===== src/rtl/pwm_carrier_pkg.sv =====
package pwm_carrier_pkg;
  // events computed from the pre-edge phase, consumed at the same edge
  typedef struct packed {
    logic periodLoad;  // wrap or sync: new period begins
    logic midCross;    // phase passes one half (no sync)
  } carrier_evt_t;
endpackage


===== src/rtl/pwm_carrier_ctrl.sv =====
module pwm_carrier_ctrl
  import pwm_carrier_pkg::*;
#(
  parameter int ACC_W    = 32,
  parameter int PH_W     = 10,
  parameter int PH_STEPS = 1000
) (
  input  logic             clk,
  input  logic             rst,
  input  logic             sync,
  input  logic [ACC_W-1:0] freq,
  input  logic [PH_W-1:0]  initPhase,
  output carrier_evt_t     evt,
  output logic [ACC_W-1:0] phase,
  output logic             periodStrobe,
  output logic             midStrobe
);
  localparam longint unsigned PH_UNIT = ((64'd1 << ACC_W) + PH_STEPS / 2) / PH_STEPS;
  localparam logic [PH_W-1:0] PH_MAX  = PH_W'(PH_STEPS - 1);

  logic [ACC_W:0]   sumW;
  logic             carry;
  logic             halfCross;
  logic [PH_W-1:0]  phSat;
  logic [63:0]      phProd;
  logic [ACC_W-1:0] loadVal;

  always_comb begin
    sumW      = {1'b0, phase} + {1'b0, freq};
    carry     = sumW[ACC_W];
    halfCross = !phase[ACC_W-1] && sumW[ACC_W-1];
    phSat     = (initPhase > PH_MAX) ? PH_MAX : initPhase;
    phProd    = 64'(phSat) * PH_UNIT;
    loadVal   = phProd[ACC_W-1:0];
    evt.periodLoad = sync || carry;
    evt.midCross   = !sync && halfCross;
  end

  always_ff @(posedge clk) begin
    if (rst) begin
      phase        <= '0;
      periodStrobe <= 1'b0;
      midStrobe    <= 1'b0;
    end else begin
      phase        <= sync ? loadVal : sumW[ACC_W-1:0];
      periodStrobe <= evt.periodLoad;
      midStrobe    <= evt.midCross;
    end
  end


  wrap_residue_chk: assert property (@(posedge clk) disable iff (rst)
    (periodStrobe && !$past(sync)) |-> (phase < $past(freq)));

  strobe_excl_chk: assert property (@(posedge clk) disable iff (rst)
    !(periodStrobe && midStrobe));

  sync_start_chk: assert property (@(posedge clk) disable iff (rst)
    sync |=> (periodStrobe && !midStrobe));
endmodule


===== src/rtl/pwm_carrier_dp.sv =====
module pwm_carrier_dp
  import pwm_carrier_pkg::*;
#(
  parameter int ACC_W  = 32,
  parameter int DUTY_W = 11
) (
  input  logic              clk,
  input  logic              rst,
  input  carrier_evt_t      evt,
  input  logic [ACC_W-1:0]  phase,
  input  logic [DUTY_W-1:0] duty,
  input  logic              symMode,
  input  logic              midUpdate,
  input  logic              activeHigh,
  output logic              pwmOut
);
  localparam int SHIFT = ACC_W - (DUTY_W - 1);

  logic [DUTY_W-1:0] dutyQ;
  logic              modeQ;
  logic              dutyLoad;
  logic [ACC_W-1:0]  triWave;
  logic [ACC_W-1:0]  carrier;
  logic [ACC_W:0]    dutyExt;
  logic              active;

  always_comb begin
    dutyLoad = evt.periodLoad || (evt.midCross && modeQ && midUpdate);
    triWave  = phase[ACC_W-1] ? {~phase[ACC_W-2:0], 1'b0} : {phase[ACC_W-2:0], 1'b0};
    carrier  = modeQ ? triWave : phase;
    dutyExt  = {dutyQ, {SHIFT{1'b0}}};
    active   = {1'b0, carrier} < dutyExt;
    pwmOut   = activeHigh ? active : !active;
  end

  always_ff @(posedge clk) begin
    if (rst) begin
      dutyQ <= '0;
      modeQ <= 1'b0;
    end else begin
      if (dutyLoad)       dutyQ <= duty;
      if (evt.periodLoad) modeQ <= symMode;
    end
  end


  duty_hold_chk: assert property (@(posedge clk) disable iff (rst)
    (!evt.periodLoad && !evt.midCross) |=> $stable(dutyQ));

  mode_hold_chk: assert property (@(posedge clk) disable iff (rst)
    !evt.periodLoad |=> $stable(modeQ));

  zero_duty_chk: assert property (@(posedge clk) disable iff (rst)
    (dutyQ == '0) |-> (pwmOut == !activeHigh));
endmodule


===== src/rtl/pwm_carrier_gen.sv =====
module pwm_carrier_gen
  import pwm_carrier_pkg::*;
#(
  parameter int ACC_W  = 32,
  parameter int PH_W   = 10,
  parameter int DUTY_W = 11
) (
  input  logic              clk,
  input  logic              rst,
  input  logic              sync,
  input  logic [ACC_W-1:0]  freq,
  input  logic [PH_W-1:0]   initPhase,
  input  logic [DUTY_W-1:0] duty,
  input  logic              symMode,
  input  logic              midUpdate,
  input  logic              activeHigh,
  output logic              pwmOut,
  output logic              periodStrobe,
  output logic              midStrobe
);
  carrier_evt_t     evt;
  logic [ACC_W-1:0] phase;

  pwm_carrier_ctrl #(.ACC_W(ACC_W), .PH_W(PH_W), .PH_STEPS(1000)) u_ctrl (
    .clk(clk), .rst(rst), .sync(sync), .freq(freq), .initPhase(initPhase),
    .evt(evt), .phase(phase), .periodStrobe(periodStrobe), .midStrobe(midStrobe)
  );

  pwm_carrier_dp #(.ACC_W(ACC_W), .DUTY_W(DUTY_W)) u_dp (
    .clk(clk), .rst(rst), .evt(evt), .phase(phase), .duty(duty),
    .symMode(symMode), .midUpdate(midUpdate), .activeHigh(activeHigh),
    .pwmOut(pwmOut)
  );
endmodule


===== config.mk =====
export PLATFORM = sky130hd
export DESIGN_NAME = pwm_carrier_gen
export DESIGN_NICKNAME = d
export VERILOG_FILES = /design/src/rtl/pwm_carrier_pkg.sv /design/src/rtl/pwm_carrier_ctrl.sv /design/src/rtl/pwm_carrier_dp.sv /design/src/rtl/pwm_carrier_gen.sv
export SDC_FILE = /design/constraint.sdc
export NUM_CORES = 1
export LEC_CHECK = 0
export BUFFER_PORTS_ARGS = -buffer_cell sky130_fd_sc_hd__buf_2
export CAP_MARGIN = 0
export CORE_MARGIN = 2
export CORE_UTILIZATION = 54
export DETAILED_ROUTE_END_ITERATION = 6
export PLACE_DENSITY_LB_ADDON = 0.08
export SYNTH_ARGS = -nofsm -noshare
export SYNTH_HDL_FRONTEND = slang
export SYNTH_HIERARCHICAL = 1
export SYNTH_SLANG_ARGS = --single-unit

===== constraint.sdc =====
create_clock -name clk -period 18.2 [get_ports clk]
set_input_delay 3.64 -clock clk [delete_from_list [all_inputs] [get_ports clk]]
set_output_delay 3.64 -clock clk [all_outputs]
set_load 0.01 [all_outputs]

Word-level counts from Yosys, hierarchy flattened:

Index checks and enable logic that the tools add are counted.

* register bits after elaboration: 46
* bits of input ports: 59
* output and inout bits: 3
* logic and storage cells: 24

* add/sub/neg operators: 1
* multipliers: 1
* $lt $le $gt $ge: 2
* multiplexer cells: 5
* bitwise operators: 1
* reduce and logical (&&, ||, !) cells: 9

Operators with widths (number)
* 32-bit two-way mux: 3
* 32-bit by 32-bit adder with 33-bit output: 1
* 32-bit by 33-bit < comparator with 1-bit output: 1
* 10-bit by 23-bit multiplier with 32-bit output, second input constant: 1
* 31-bit NOT: 1
* 10-bit > comparator, second input constant: 1
* 10-bit two-way mux: 1
* 1-bit logical AND: 4
* 1-bit zero test: 3
* 1-bit logical OR: 2
* 1-bit two-way mux: 1

Longest topological paths before layout:

* depth after elaboration: 6
* gate-level depth with buffers: 22
* depth with buffers taken out: 22

Cells and area by module:

The synthesis kept the hierarchy.

Modules (own cells, without submodules)
* pwm_carrier_ctrl: instances 1, cells each 760, area an instance 6308.6 um^2, seq. area each 680.7 um^2
* pwm_carrier_dp: instances 1, cells each 123, area an instance 897.1 um^2, seq. area each 240.2 um^2

Worst setup path after synthesis:

OpenSTA, ideal clock, no wires.

* kind: input port to flip-flop
* from: input initPhase[7]
* to: register u_ctrl.phase[30]
* setup time: 0.134 ns
* arrival: 9.253 ns
* data required time: 18.066 ns
* setup slack: 8.813 ns
* stages on the path: 22
* buffers on the path: 1
* cells stage by stage: clkbuf_1 -> nand3_1 -> o21ai_0 -> inv_1 -> ha_1 -> inv_1 -> fa_1 -> fa_1 -> inv_1 -> fa_1 -> inv_1 -> fa_1 -> inv_1 -> ha_1 -> a211oi_1 -> nor2_1 -> o31ai_4 -> o21a_1 -> o21ai_2 -> o21ai_1 -> nor4_1 -> or4_1

* cells in the longest elaborated chain, start to end: 4

RTL lines
* start: declaration: line pwm_carrier_gen.sv:12 `input logic [PH_W-1:0] initPhase,`
* 10-bit > comparator: line pwm_carrier_ctrl.sv:32 `phSat = (initPhase > PH_MAX) ? PH_MAX : initPhase;`
* 10-bit two-way mux *: line pwm_carrier_ctrl.sv:32
* 10-bit by 23-bit multiplier with 32-bit output *: line pwm_carrier_ctrl.sv:33 `phProd = 64'(phSat) * PH_UNIT;`
* 32-bit two-way mux *: line pwm_carrier_ctrl.sv:45 `phase <= sync ? loadVal : sumW[ACC_W-1:0];`
* end signal: assignment: line pwm_carrier_ctrl.sv:45
* end: declaration: line pwm_carrier_ctrl.sv:14 `output logic [ACC_W-1:0] phase,`

Mark *: on every way between the ends. The rest lies on a longest branch, timed or not.
A chain may end at the register's enable or synchronous reset.

Worst setup path in the final report:

Same ends and word-level chain as after synthesis.

==> impl_results.md <==
- Status: complete, no violations
- Die H: 120 µm
- Final period util: 53.0%
- Dpl cell area: 0.00763 mm²
- Register area share after synthesis: 12.8%
- Crit. End Element: register
- Design area: 0.00778 mm²
- Netlist cell types: 75
- Largest delay share family, worst path: adder cells
- Fin util: 59.2%
- RSZ-0062 raised after global routing: false
- Number of max-slew violations in the final report: 0
- Clock Pin Slew Worst Setup and Hold Paths: 0.07 ns
- H-Tree Level Count: 2
- Final hold vios: 0
- Placer Congestion: 0.931
- Worst min path class: reg -> reg
- Root buffer cell: clkbuf_16
- Setup Skew: 0.00876 ns
- CTS buffer count: 5
- Synth top area cells: ha_1 25%, dfxtp_1 13%, fa_1 11%
- First-pass GRT wire length: 29.1 mm
- Max_cap viols: 0
- Clk Latency, worst-skew pair: 0.31 ns
- Post-synth EDFFs: 0
- Area share of the largest cell type after synthesis: 24.8%
- Leak: 0.00393 µW
- Synth-to-layout area growth: 8.00%
- Vias/cell: 5.62
- Cts hold-fix bufs: 0
- #FFs+latches synth: 46
- Actual slew at the worst max-slew pin: 1.05 ns
- Post-synth top area cell: ha_1
- Worst IR drop on VDD: 0.0000573 V
- DR WL/cell: 15.7 µm
- Slew margin rel.: 29.4%
- DP Worst Slack: 8.25 ns
- Slowest CP cell: o21ai_0
- Antenna viol nets, final: 0
- GRT Util Overall: 25.2%
- Maximum root-to-sink buffer count: 2
- Hold-critical path depth: 2
- IO Pins: 62
- Leading cell types by count after synthesis: 143 x ha_1, 117 x inv_1, 76 x nand2_1, 73 x a21oi_1, 57 x nor2_1
- Antenna diodes: 0
- CP max stage delay: 0.65 ns
- Grt total ovfl: 0
- Nets: 1169
- Worst path bufs/invs: 6
- Synth Warn #: 6
- Synth Area per Inst: 8.16 µm²
- Crit path required time: 18.38 ns
- Post-Syn Instances: 883
- Vias in the first global route: 5970
- Largest net degree at the start of global routing: 50
- Initial antenna violation count: 0
- Port bufs: 61
- Starting DRT DRC Count: 380
- Post-Syn Area: 0.00721 mm²
- # setup viols final: 0
- Drt first pass iters: 5
- Worst Slack Setup Final: 8.55 ns
- Routed vias: 6203
- TNS Setup: 0 ns
- Crit-path cells: buf_2 > nand3_1 > o21ai_0 > inv_1 > ha_1 > inv_1 > fa_1 > fa_1 > inv_1 > fa_1 > inv_1 > fa_1 > inv_1 > ha_1 > a211oi_1 > nor2_1 > o31ai_4 > o21a_1 > o21ai_2 > o21ai_1 > nor4_1 > or4_1
- Most used cell, CP: inv_1
- Clk sinks: 46
- Row Count: 42
- Crit Path Class: in -> reg
- Fmax: 0.104 GHz
- Worst Path Arrival: 9.83 ns
- Post-Route WL: 17.3 mm
- Synthesized Nets: 1126
- Pwr Density: 133 mW/mm²
- Die width: 120 µm
- Initial Util: 54.8%
- Highest net fanout along the worst path: 14
- Most numerous cell in the Yosys netlist: ha_1
- CTS tree: done
- Layout cell share with drive strength beyond 1: 10.6%
- Die Area: 0.0143 mm²
- Post-layout min period: 9.65 ns
- Cts repair resizes: 0
- R2R depth: 12
- Crit start category: input pin
- Ys flop type: dfxtp_1
- DP HPWL: 14.4 mm
- Post-CTS setup buffer count: 0
- Core box area: 0.0131 mm²
- Critical path depth in cells: 22
- Async SR Flop Fraction: 0%
- DRC viols: 0
## area by class of cell
cell class,count,area (µm²)
Multi-Input combinational cell,692,5730
Fill cell,1241,5360
Sequential cell,46,921
Inverter,118,443
Timing Repair Buffer,63,320
Tap cell,176,220
Clock buffer,5,125
Clock inverter,3,23.8
## final timing paths
path | start | endpoint | slack, ns
hold / removal | u_dp/dutyQ[7]$_SDFFE_PP0P_ | u_dp/dutyQ[7]$_SDFFE_PP0P_ | 0.46
hold reg to reg | u_dp/dutyQ[7]$_SDFFE_PP0P_ | u_dp/dutyQ[7]$_SDFFE_PP0P_ | 0.46
setup reg to reg | u_ctrl/phase[17]$_SDFF_PP0_ | u_dp/dutyQ[8]$_SDFFE_PP0P_ | 14.42
setup / recovery | initPhase[7] | u_ctrl/phase[30]$_SDFF_PP0_ | 8.55
## metrics by stage
stage / hold slack, ns / cells / total power (µW)
after floorplan: 0.426 / 883 / 762
after global placement: 0.440 / 1095 / 915
after detailed placement: 0.448 / 1095 / 926
after CTS: 0.457 / 1103 / 1030
after global routing: 0.477 / 1103 / 1150
final: 0.456 / 1103 / 1040
## cells in the final DEF (no fill, tap or decap), types with 3 or more instances in the layout
| cell type | count |
|---|---|
| o2111ai_1 | 3 |
| mux2i_1 | 6 |
| o21bai_1 | 8 |
| nand2_1 | 76 |
| clkbuf_16 | 5 |
| buf_2 | 61 |
| o211ai_1 | 4 |
| nor2b_1 | 9 |
| nor4_1 | 5 |
| and4_1 | 4 |
| a21oi_2 | 3 |
| xnor2_1 | 41 |
| nand2b_1 | 8 |
| ha_1 | 143 |
| inv_1 | 117 |
| nor3_1 | 11 |
| fa_1 | 41 |
| a31oi_1 | 10 |
| xor2_1 | 16 |
| o21ai_1 | 7 |
| a211oi_1 | 10 |
| a21oi_1 | 73 |
| nor2_1 | 57 |
| a32oi_1 | 3 |
| o22ai_1 | 5 |
| and3_1 | 8 |
| dfxtp_1 | 46 |
| a21o_1 | 26 |
| or2_2 | 7 |
| o21a_1 | 6 |
| nand3_1 | 12 |
| nand4_1 | 11 |
| a211o_1 | 3 |
| o21ai_0 | 31 |
## worst register-to-register path: cells and delay by family (launching register included)
kind / cells / cell delay (ns)
AO/OA/AOI/OAI: 8 / 2.47
flip-flops: 1 / 0.33
XOR/XNOR: 1 / 0.30
AND/OR/NAND/NOR: 2 / 0.22
adder cells (fa/ha/maj): 1 / 0.37
## sequential cells by signal, indices dropped and copies added (netlist names)
name	flops
u_ctrl/periodStrobe	1
u_dp/dutyQ	11
u_dp/modeQ	1
u_ctrl/phase	32
u_ctrl/midStrobe	1
## cell families (layout without fill, tap and decap cells)
logic type,Yosys count,after routing,share of synthesized area [%]
and+or+nand+nor,225,225,15.1
AOI/OAI and AO/OA,219,219,20.2
adders and majority gates,184,184,36.2
buffers and inverters,145,189,7.71
xor gates and xnor gates,58,58,7.15
DFF,46,46,12.8
muxes,6,6,0.834
## where the power goes
| group | total [µW] | leakage (µW) | switching (µW) | internal, µW |
|---|---|---|---|---|
| Sequential | 152 | 0.000382 | 21.8 | 130 |
| Combinational | 790 | 0.00348 | 455 | 335 |
| Clock | 96.8 | 0.0000664 | 45.3 | 51.5 |
| Total | 1040 | 0.00393 | 522 | 517 |
## per-layer routing
metal | vias up | part of all wire (%) | wire length (µm) | global-route usage (%)
met5 | - | 0 | 0 | 0
met4 | 0 | 1.1 | 191 | 5.07
met3 | 22 | 4.9 | 847 | 3.09
met2 | 174 | 43 | 7420 | 38.8
met1 | 2854 | 51 | 8870 | 38.1
li1 | 3153 | - | - | -
Power figures use the tool's default switching activity.
